--- config.mk ---
export PLATFORM = sky130hd
export DESIGN_NAME = wake_crc_detector
export DESIGN_NICKNAME = d
export VERILOG_FILES = /design/src/rtl/wake_pkg.sv /design/src/rtl/wake_crc_lane.sv /design/src/rtl/wake_link_edge.sv /design/src/rtl/wake_crc_detector.sv
export SDC_FILE = /design/constraint.sdc
export NUM_CORES = 2
export LEC_CHECK = 0
export ABC_AREA = 0
export ABC_CLOCK_PERIOD_IN_PS = 5000
export BUFFER_PORTS_ARGS = -buffer_cell sky130_fd_sc_hd__buf_2
export CORE_MARGIN = 4
export CORE_UTILIZATION = 55
export CTS_BUF_LIST = sky130_fd_sc_hd__clkbuf_4 sky130_fd_sc_hd__clkbuf_8
export DETAILED_ROUTE_END_ITERATION = 8
export HOLD_SLACK_MARGIN = 0.06
export PLACE_DENSITY = 0.83
export SYNTH_ARGS = -nofsm -noshare
export SYNTH_HDL_FRONTEND = slang
export SYNTH_HIERARCHICAL = 1
export SYNTH_SLANG_ARGS = --single-unit
--- constraint.sdc ---
create_clock -name clk -period 5 [get_ports clk]
set_clock_uncertainty 0.1 [all_clocks]
set_input_delay 0 -clock clk [delete_from_list [all_inputs] [get_ports clk]]
set_output_delay 0 -clock clk [all_outputs]
set_load 0.02 [all_outputs]
--- src/rtl/wake_pkg.sv ---
package wake_pkg;
    localparam logic [31:0] CRC_POLY    = 32'hEDB8_8320;
    localparam logic [31:0] CRC_INIT    = 32'hFFFF_FFFF;
    localparam int          CTRL_ADDR   = 0;
    localparam int          OE_BIT      = 15;
    localparam int          SRC_LUP     = 0;
    localparam int          SRC_LDN     = 1;
    localparam int          SRC_TPL0    = 2;
    localparam int          TPL_BASE    = 8;
    localparam int          TPL_STRIDE  = 8;
    localparam int          OFF_CRC_LO  = 4;
    localparam int          OFF_CRC_HI  = 5;

    // Fold one byte, LSB first, into a reflected CRC-32 register.
    function automatic logic [31:0] crc_step(input logic [31:0] cur, input logic [7:0] b);
        logic [31:0] c;
        c = cur;
        for (int i = 0; i < 8; i++) begin
            if (c[0] ^ b[i]) c = (c >> 1) ^ CRC_POLY;
            else             c = c >> 1;
        end
        return c;
    endfunction
endpackage

--- src/rtl/wake_crc_lane.sv ---
module wake_crc_lane
    import wake_pkg::*;
#(
    parameter int WINDOW = 64,
    parameter int CNT_W  = 7
) (
    input  logic              clk,
    input  logic              rst_n,
    input  logic              rx_sof,
    input  logic              rx_valid,
    input  logic              rx_eof,
    input  logic [7:0]        rx_data,
    input  logic [CNT_W-1:0]  byte_idx,
    input  logic [WINDOW-1:0] mask,
    input  logic [31:0]       exp_crc,
    output logic              hit
);
    localparam int IDX_W = $clog2(WINDOW);

    logic [31:0] crc_d, crc_q;
    logic [31:0] base;
    logic        take;

    always_comb begin
        base  = rx_sof ? CRC_INIT : crc_q;
        take  = (byte_idx < CNT_W'(WINDOW)) && mask[byte_idx[IDX_W-1:0]];
        crc_d = crc_q;
        if (rx_valid) crc_d = take ? crc_step(base, rx_data) : base;
        hit   = rx_valid && rx_eof && ((~crc_d) == exp_crc);
    end

    always_ff @(posedge clk) begin
        if (!rst_n) crc_q <= CRC_INIT;
        else        crc_q <= crc_d;
    end
endmodule

--- src/rtl/wake_link_edge.sv ---
module wake_link_edge (
    input  logic clk,
    input  logic rst_n,
    input  logic link_up,
    output logic went_up,
    output logic went_down
);
    typedef struct packed {
        logic       s1;
        logic       s2;
        logic       last;
        logic [1:0] fill;
    } link_t;

    link_t l_d, l_q;
    logic  ready;

    always_comb begin
        l_d      = l_q;
        l_d.s1   = link_up;
        l_d.s2   = l_q.s1;
        l_d.last = l_q.s2;
        if (l_q.fill != 2'd3) l_d.fill = l_q.fill + 2'd1;
        ready     = (l_q.fill == 2'd3);
        went_up   = ready &&  l_q.s2 && !l_q.last;
        went_down = ready && !l_q.s2 &&  l_q.last;
    end

    always_ff @(posedge clk) begin
        if (!rst_n) l_q <= '0;
        else        l_q <= l_d;
    end
endmodule

--- src/rtl/wake_crc_detector.sv ---
module wake_crc_detector
    import wake_pkg::*;
#(
    parameter int NUM_TPL = 4,
    parameter int WINDOW  = 64,
    parameter int ADDR_W  = 6
) (
    input  logic              clk,
    input  logic              rst_n,
    input  logic              rx_sof,
    input  logic              rx_valid,
    input  logic [7:0]        rx_data,
    input  logic              rx_eof,
    input  logic              link_up,
    input  logic              cfg_we,
    input  logic [ADDR_W-1:0] cfg_addr,
    input  logic [15:0]       cfg_wdata,
    output logic              wake_n
);
    localparam int NSRC       = SRC_TPL0 + NUM_TPL;
    localparam int CNT_W      = $clog2(WINDOW) + 1;
    localparam int MASK_WORDS = WINDOW / 16;

    typedef struct packed {
        logic                             out_en;
        logic [NSRC-1:0]                  en;
        logic [NSRC-1:0]                  flag;
        logic [CNT_W-1:0]                 cnt;
        logic [NUM_TPL-1:0][WINDOW-1:0]   mask;
        logic [NUM_TPL-1:0][31:0]         exp;
    } state_t;

    state_t           s_d, s_q;
    logic [CNT_W-1:0] byte_idx;
    logic [NUM_TPL-1:0] tpl_hit;
    logic             link_rise, link_fall;
    logic [NSRC-1:0]  live, set;

    wake_link_edge u_link (
        .clk       (clk),
        .rst_n     (rst_n),
        .link_up   (link_up),
        .went_up   (link_rise),
        .went_down (link_fall)
    );

    assign byte_idx = rx_sof ? '0 : s_q.cnt;

    for (genvar t = 0; t < NUM_TPL; t++) begin : g_lane
        wake_crc_lane #(.WINDOW(WINDOW), .CNT_W(CNT_W)) u_lane (
            .clk      (clk),
            .rst_n    (rst_n),
            .rx_sof   (rx_sof),
            .rx_valid (rx_valid),
            .rx_eof   (rx_eof),
            .rx_data  (rx_data),
            .byte_idx (byte_idx),
            .mask     (s_q.mask[t]),
            .exp_crc  (s_q.exp[t]),
            .hit      (tpl_hit[t])
        );
    end

    always_comb begin
        s_d = s_q;

        if (rx_valid && byte_idx < CNT_W'(WINDOW)) s_d.cnt = byte_idx + 1'b1;
        else if (rx_valid)                         s_d.cnt = byte_idx;

        if (cfg_we) begin
            if (cfg_addr == ADDR_W'(CTRL_ADDR)) begin
                s_d.out_en = cfg_wdata[OE_BIT];
                s_d.en     = cfg_wdata[NSRC-1:0];
            end
            for (int t = 0; t < NUM_TPL; t++) begin
                for (int w = 0; w < MASK_WORDS; w++) begin
                    if (cfg_addr == ADDR_W'(TPL_BASE + t*TPL_STRIDE + w))
                        s_d.mask[t][w*16 +: 16] = cfg_wdata;
                end
                if (cfg_addr == ADDR_W'(TPL_BASE + t*TPL_STRIDE + OFF_CRC_LO))
                    s_d.exp[t][15:0] = cfg_wdata;
                if (cfg_addr == ADDR_W'(TPL_BASE + t*TPL_STRIDE + OFF_CRC_HI))
                    s_d.exp[t][31:16] = cfg_wdata;
            end
        end

        live = s_q.flag & s_q.en;
        set  = {tpl_hit, link_fall, link_rise};
        s_d.flag = (live | (set & s_q.en)) & s_d.en;
        wake_n   = !(s_q.out_en && (|live));
    end

    always_ff @(posedge clk) begin
        if (!rst_n) s_q <= '0;
        else        s_q <= s_d;
    end
endmodule

==> results.md <==
Outcome:
- The run finished with clean final reports.

Die:
- For this design the top-level I/O count stands at 38.
- The starting density of the core is 55.5%.
- The die covers 58000 um2.
- The area of the core is 53700 um2.
- The horizontal extent of the die is 241 um.
- Row generation in the floorplan step produced 85 rows.
- Measured along the y axis, the die boundary spans 241 um.

Timing:
- The number of failing hold endpoints at the final stage came to 0.
- The final cycle utilization of the critical path is 95.3%.
- The actual slew at the worst max-slew pin is 1200 ps.
- The relative slew slack is 20.3%.
- Setup violations remaining at the end of the flow were counted as 0.
- The final critical delay including setup and external delays is 4770 ps.
- Based on the critical path, the design can be clocked at up to 0.210 GHz.
- The number of pins with negative max-slew slack in the final report is 0.

CTS:
- In this run, post-CTS repair resized a total of 0 instances.
- The H-tree generated during clock tree synthesis spans 3 levels.
- The clock reaches the later pin of the worst-skew pair after 690 ps.
- The number of clock sinks is 537.
- The deepest clock path buffer count is 3.
- The TritonCTS clock tree is done.
- In this run, CTS created clock tree buffers numbering 85.
- The buffer type at the clock tree root is sky130_fd_sc_hd__clkbuf_8.
- After clock tree synthesis, the clock-pin slew on the worst setup and hold paths is 70 ps.

Yosys:
- The most used flip-flop cell after synthesis is sky130_fd_sc_hd__dfxtp_1.
- In the synthesized netlist, the number of instances is 3141.
- In this run the biggest area consumer among cell types represents 36.0% of the synthesized area.
- In this run, synthesis produced a sequential element count of 537.
- The count of yosys warnings during synthesis is 6.
- Counting distinct cell types in the post-synthesis netlist gives 99.
- Sorting the synthesized cells by area gives the leading types as sky130_fd_sc_hd__dfxtp_1 (36%), sky130_fd_sc_hd__mux2i_1 (14%), sky130_fd_sc_hd__xnor2_1 (7.5%).
- The cell type contributing the most total cell area after synthesis is sky130_fd_sc_hd__dfxtp_1.
- Ranked by instance count, the synthesized netlist is headed by sky130_fd_sc_hd__nand2_1 (557), sky130_fd_sc_hd__dfxtp_1 (537), sky130_fd_sc_hd__mux2i_1 (430).
- The number of enable flip-flop cells after synthesis is 0.
- The post-synthesis sequential area ratio is 36.0%.
- The share of synthesized registers carrying an async set or reset is 0%.
- The number of nets in the synthesized netlist is 3180.
- The netlist area before placement is 29800 um2.
- The dominant cell by count in the synthesized netlist is sky130_fd_sc_hd__nand2_1.
- The synthesized area divided by synthesized cell count is 9.50 um2.

Job:
- The number of max-cap violations is 0.

Critical path:
- The nature of the critical path endpoint is a flop.
- The end of the critical path is s_q[394].
- The startpoint of the worst setup timing path is s_q[385].
- STA classifies the critical path startpoint as a flop.
- The logic depth of the worst register-to-register path is 17.
- The capturing point of the worst reg2reg path is s_q[394].
- For the worst setup path, the data arrival time is 5290 ps.
- The minimum setup slack among reg-to-reg paths is 230 ps.
- The critical-path maximum fanout is 51.
- The setup path with the least slack is of type reg -> reg.
- In this run the critical register-to-register path is launched from s_q[385].
- The data required time at the worst endpoint is 5520 ps.

Detailed routing:
- The first routing iteration left 3061 violations.
- The mean routed wirelength per cell is 21.6 um.
- The first detailed-routing pass ran for 6 iterations.
- After detailed routing, the number of remaining DRC violations is 0.
- After detailed routing, the number of vias per cell comes to 6.18.
- The number of nets still failing antenna checks after routing is 0.
- The detailed router placed 24200 vias in this run.
- After detailed routing, the total wire length is 84.6 mm.

Global routing:
- The global-route wire length before repair is 131 mm.
- Entering global routing, the biggest net connects 201 pins.
- The initial antenna violation count is 1.
- The via count of the first global-routing pass is 23500.
- For this run the aggregate overflow at the end of global routing stands at 0.
- The global-route total usage across every layer is 28.3%.

Cells and area:
- The area growth from synthesis to layout is 9.50%.
- The number of nets at the end of the flow is 3201.
- After filler insertion, the fill cell instance count of the layout stands at 4296.
- Cells with a size suffix above 1 make up 13.3% of the layout.
- The share of the core filled with cells in the final layout is 60.8%.

Power:
- The peak supply drop is 0.184 mV.
- The post-layout total power is 9460 uW.
- Dividing total power by cell area gives a power density of 290 nW/um2.
- The analysis attributes to cell leakage a power of 0.0139 uW.

Placed design:
- The placed wire-length estimate after detailed placement is 52.0 mm.
- The weighted congestion at the end of routability-driven global placement is 0.984.
- Port buffering added 37 buffers.

Worst hold path:
- In this run the most critical hold path is launched from cfg_wdata[5].
- In this run the worst hold path is classified as in -> reg.
[routing by layer]
| metal | track usage, % | vias up | share of wire (%) |
|---|---|---|---|
| met1 | 37.4 | 11600 | 41 |
| met4 | 12.7 | 0 | 4.7 |
| met5 | 0 | - | 0 |
| met3 | 5.73 | 288 | 9.1 |
| li1 | - | 11000 | - |
| met2 | 45.3 | 1291 | 45 |
[area by class of cell]
cell class | count | area, um2 | area share [%]
multi-input cells | 2321 | 17600 | 53.9
flip-flops and latches | 537 | 10800 | 32.9
clock buffers | 133 | 1710 | 5.24
repair buffers | 175 | 1470 | 4.49
well taps | 696 | 871 | 2.67
inverters | 42 | 158 | 0.483
clock inverters | 14 | 100 | 0.306
diodes | 1 | 2.50 | 0.00766
[sequential cells by signal, summed over array words and instances, names as in the netlist]
| name | count |
|---|---|
| s_q | 404 |
| g_lane.u_lane/crc_q | 128 |
| u_link/l_q | 3 |
| u_link/l_d | 2 |
[worst max-delay path, cell delays in order, from the launching register on]
cell and delay (ps):
sky130_fd_sc_hd__dfxtp_1 370, sky130_fd_sc_hd__inv_1 110, sky130_fd_sc_hd__nor2_4 150, sky130_fd_sc_hd__buf_12 340
sky130_fd_sc_hd__buf_4 240, sky130_fd_sc_hd__mux4_1 230, sky130_fd_sc_hd__nand2_1 60, sky130_fd_sc_hd__a32oi_1 250
sky130_fd_sc_hd__nor4bb_4 560, sky130_fd_sc_hd__o31a_1 500, sky130_fd_sc_hd__o32a_1 310, sky130_fd_sc_hd__xnor2_1 90
sky130_fd_sc_hd__a2111o_1 330, sky130_fd_sc_hd__or4_1 420, sky130_fd_sc_hd__nor4_2 330, sky130_fd_sc_hd__nor2_1 70
sky130_fd_sc_hd__nor2_1 100, sky130_fd_sc_hd__o21a_1 120
[power by group]
part	leakage [uW]	switching (uW)	internal [uW]
sequential	0.00433	14.2	4300
clock	0.000966	1810	2180
combinational	0.00859	708	445
[through the flow]
stage | setup TNS (ps) | std cells | setup WS (ps) | hold slack, ps | instance area (um2)
6_report | 0 | 3919 | 233 | 119 | 32700
5_1_grt | -26.3 | 3919 | -26.3 | 134 | 32700
4_1_cts | 0 | 3911 | 301 | 77.4 | 32600
3_5_place_dp | 0 | 3718 | 338 | 112 | 30300
3_3_place_gp | 0 | 3718 | 410 | 106 | 30300
2_1_floorplan | 0 | 3141 | 526 | -27.0 | 29800
[what timing repair did]
| item | in CTS | in global routing |
|---|---|---|
| hold buffers | 46 | 0 |
| hold endpoints to repair | 451 | 0 |
| setup endpoints to repair | 0 | 1 |
| buffers inserted | 0 | 7 |
[placed cells by master (no fill, tap or decap), types with 27 or more instances in the layout]
cell type / count
sky130_fd_sc_hd__a21oi_1: 27
sky130_fd_sc_hd__buf_2: 34
sky130_fd_sc_hd__buf_4: 84
sky130_fd_sc_hd__clkbuf_8: 114
sky130_fd_sc_hd__dfxtp_1: 537
sky130_fd_sc_hd__dlygate4sd3_1: 46
sky130_fd_sc_hd__inv_1: 38
sky130_fd_sc_hd__mux2i_1: 430
sky130_fd_sc_hd__mux4_2: 37
sky130_fd_sc_hd__nand2_1: 557
sky130_fd_sc_hd__nand2b_1: 35
sky130_fd_sc_hd__nand3_1: 29
sky130_fd_sc_hd__nor2_1: 210
sky130_fd_sc_hd__nor3_1: 38
sky130_fd_sc_hd__o21ai_0: 66
sky130_fd_sc_hd__o22ai_1: 63
sky130_fd_sc_hd__xnor2_1: 257
sky130_fd_sc_hd__xor2_1: 104
[how the worst min path moves through the flow]
stage                            endpoint  slack [ps]  cells past startpoint
2_1_floorplan  g_lane[1].u_lane/crc_q[25]         -30                      1
3_3_place_gp                u_link/l_d[3]         110                      2
3_5_place_dp                u_link/l_d[3]         110                      2
4_1_cts                          s_q[117]          80                      4
5_1_grt         g_lane[0].u_lane/crc_q[1]         130                      5
6_report                         s_q[117]         120                      4
[cells by family after synthesis]
kind of cell | Yosys count | share of synthesized area (%)
AOI/OAI and AO/OA | 374 | 9.54
xor gates and xnor gates | 393 | 13.1
adders and majority gates | 2 | 0.0839
buffers and inverters | 283 | 5.21
DFF | 537 | 36.0
muxes | 517 | 20.0
and+or+nand+nor | 1035 | 16.0
Power figures use the tool's default switching activity.
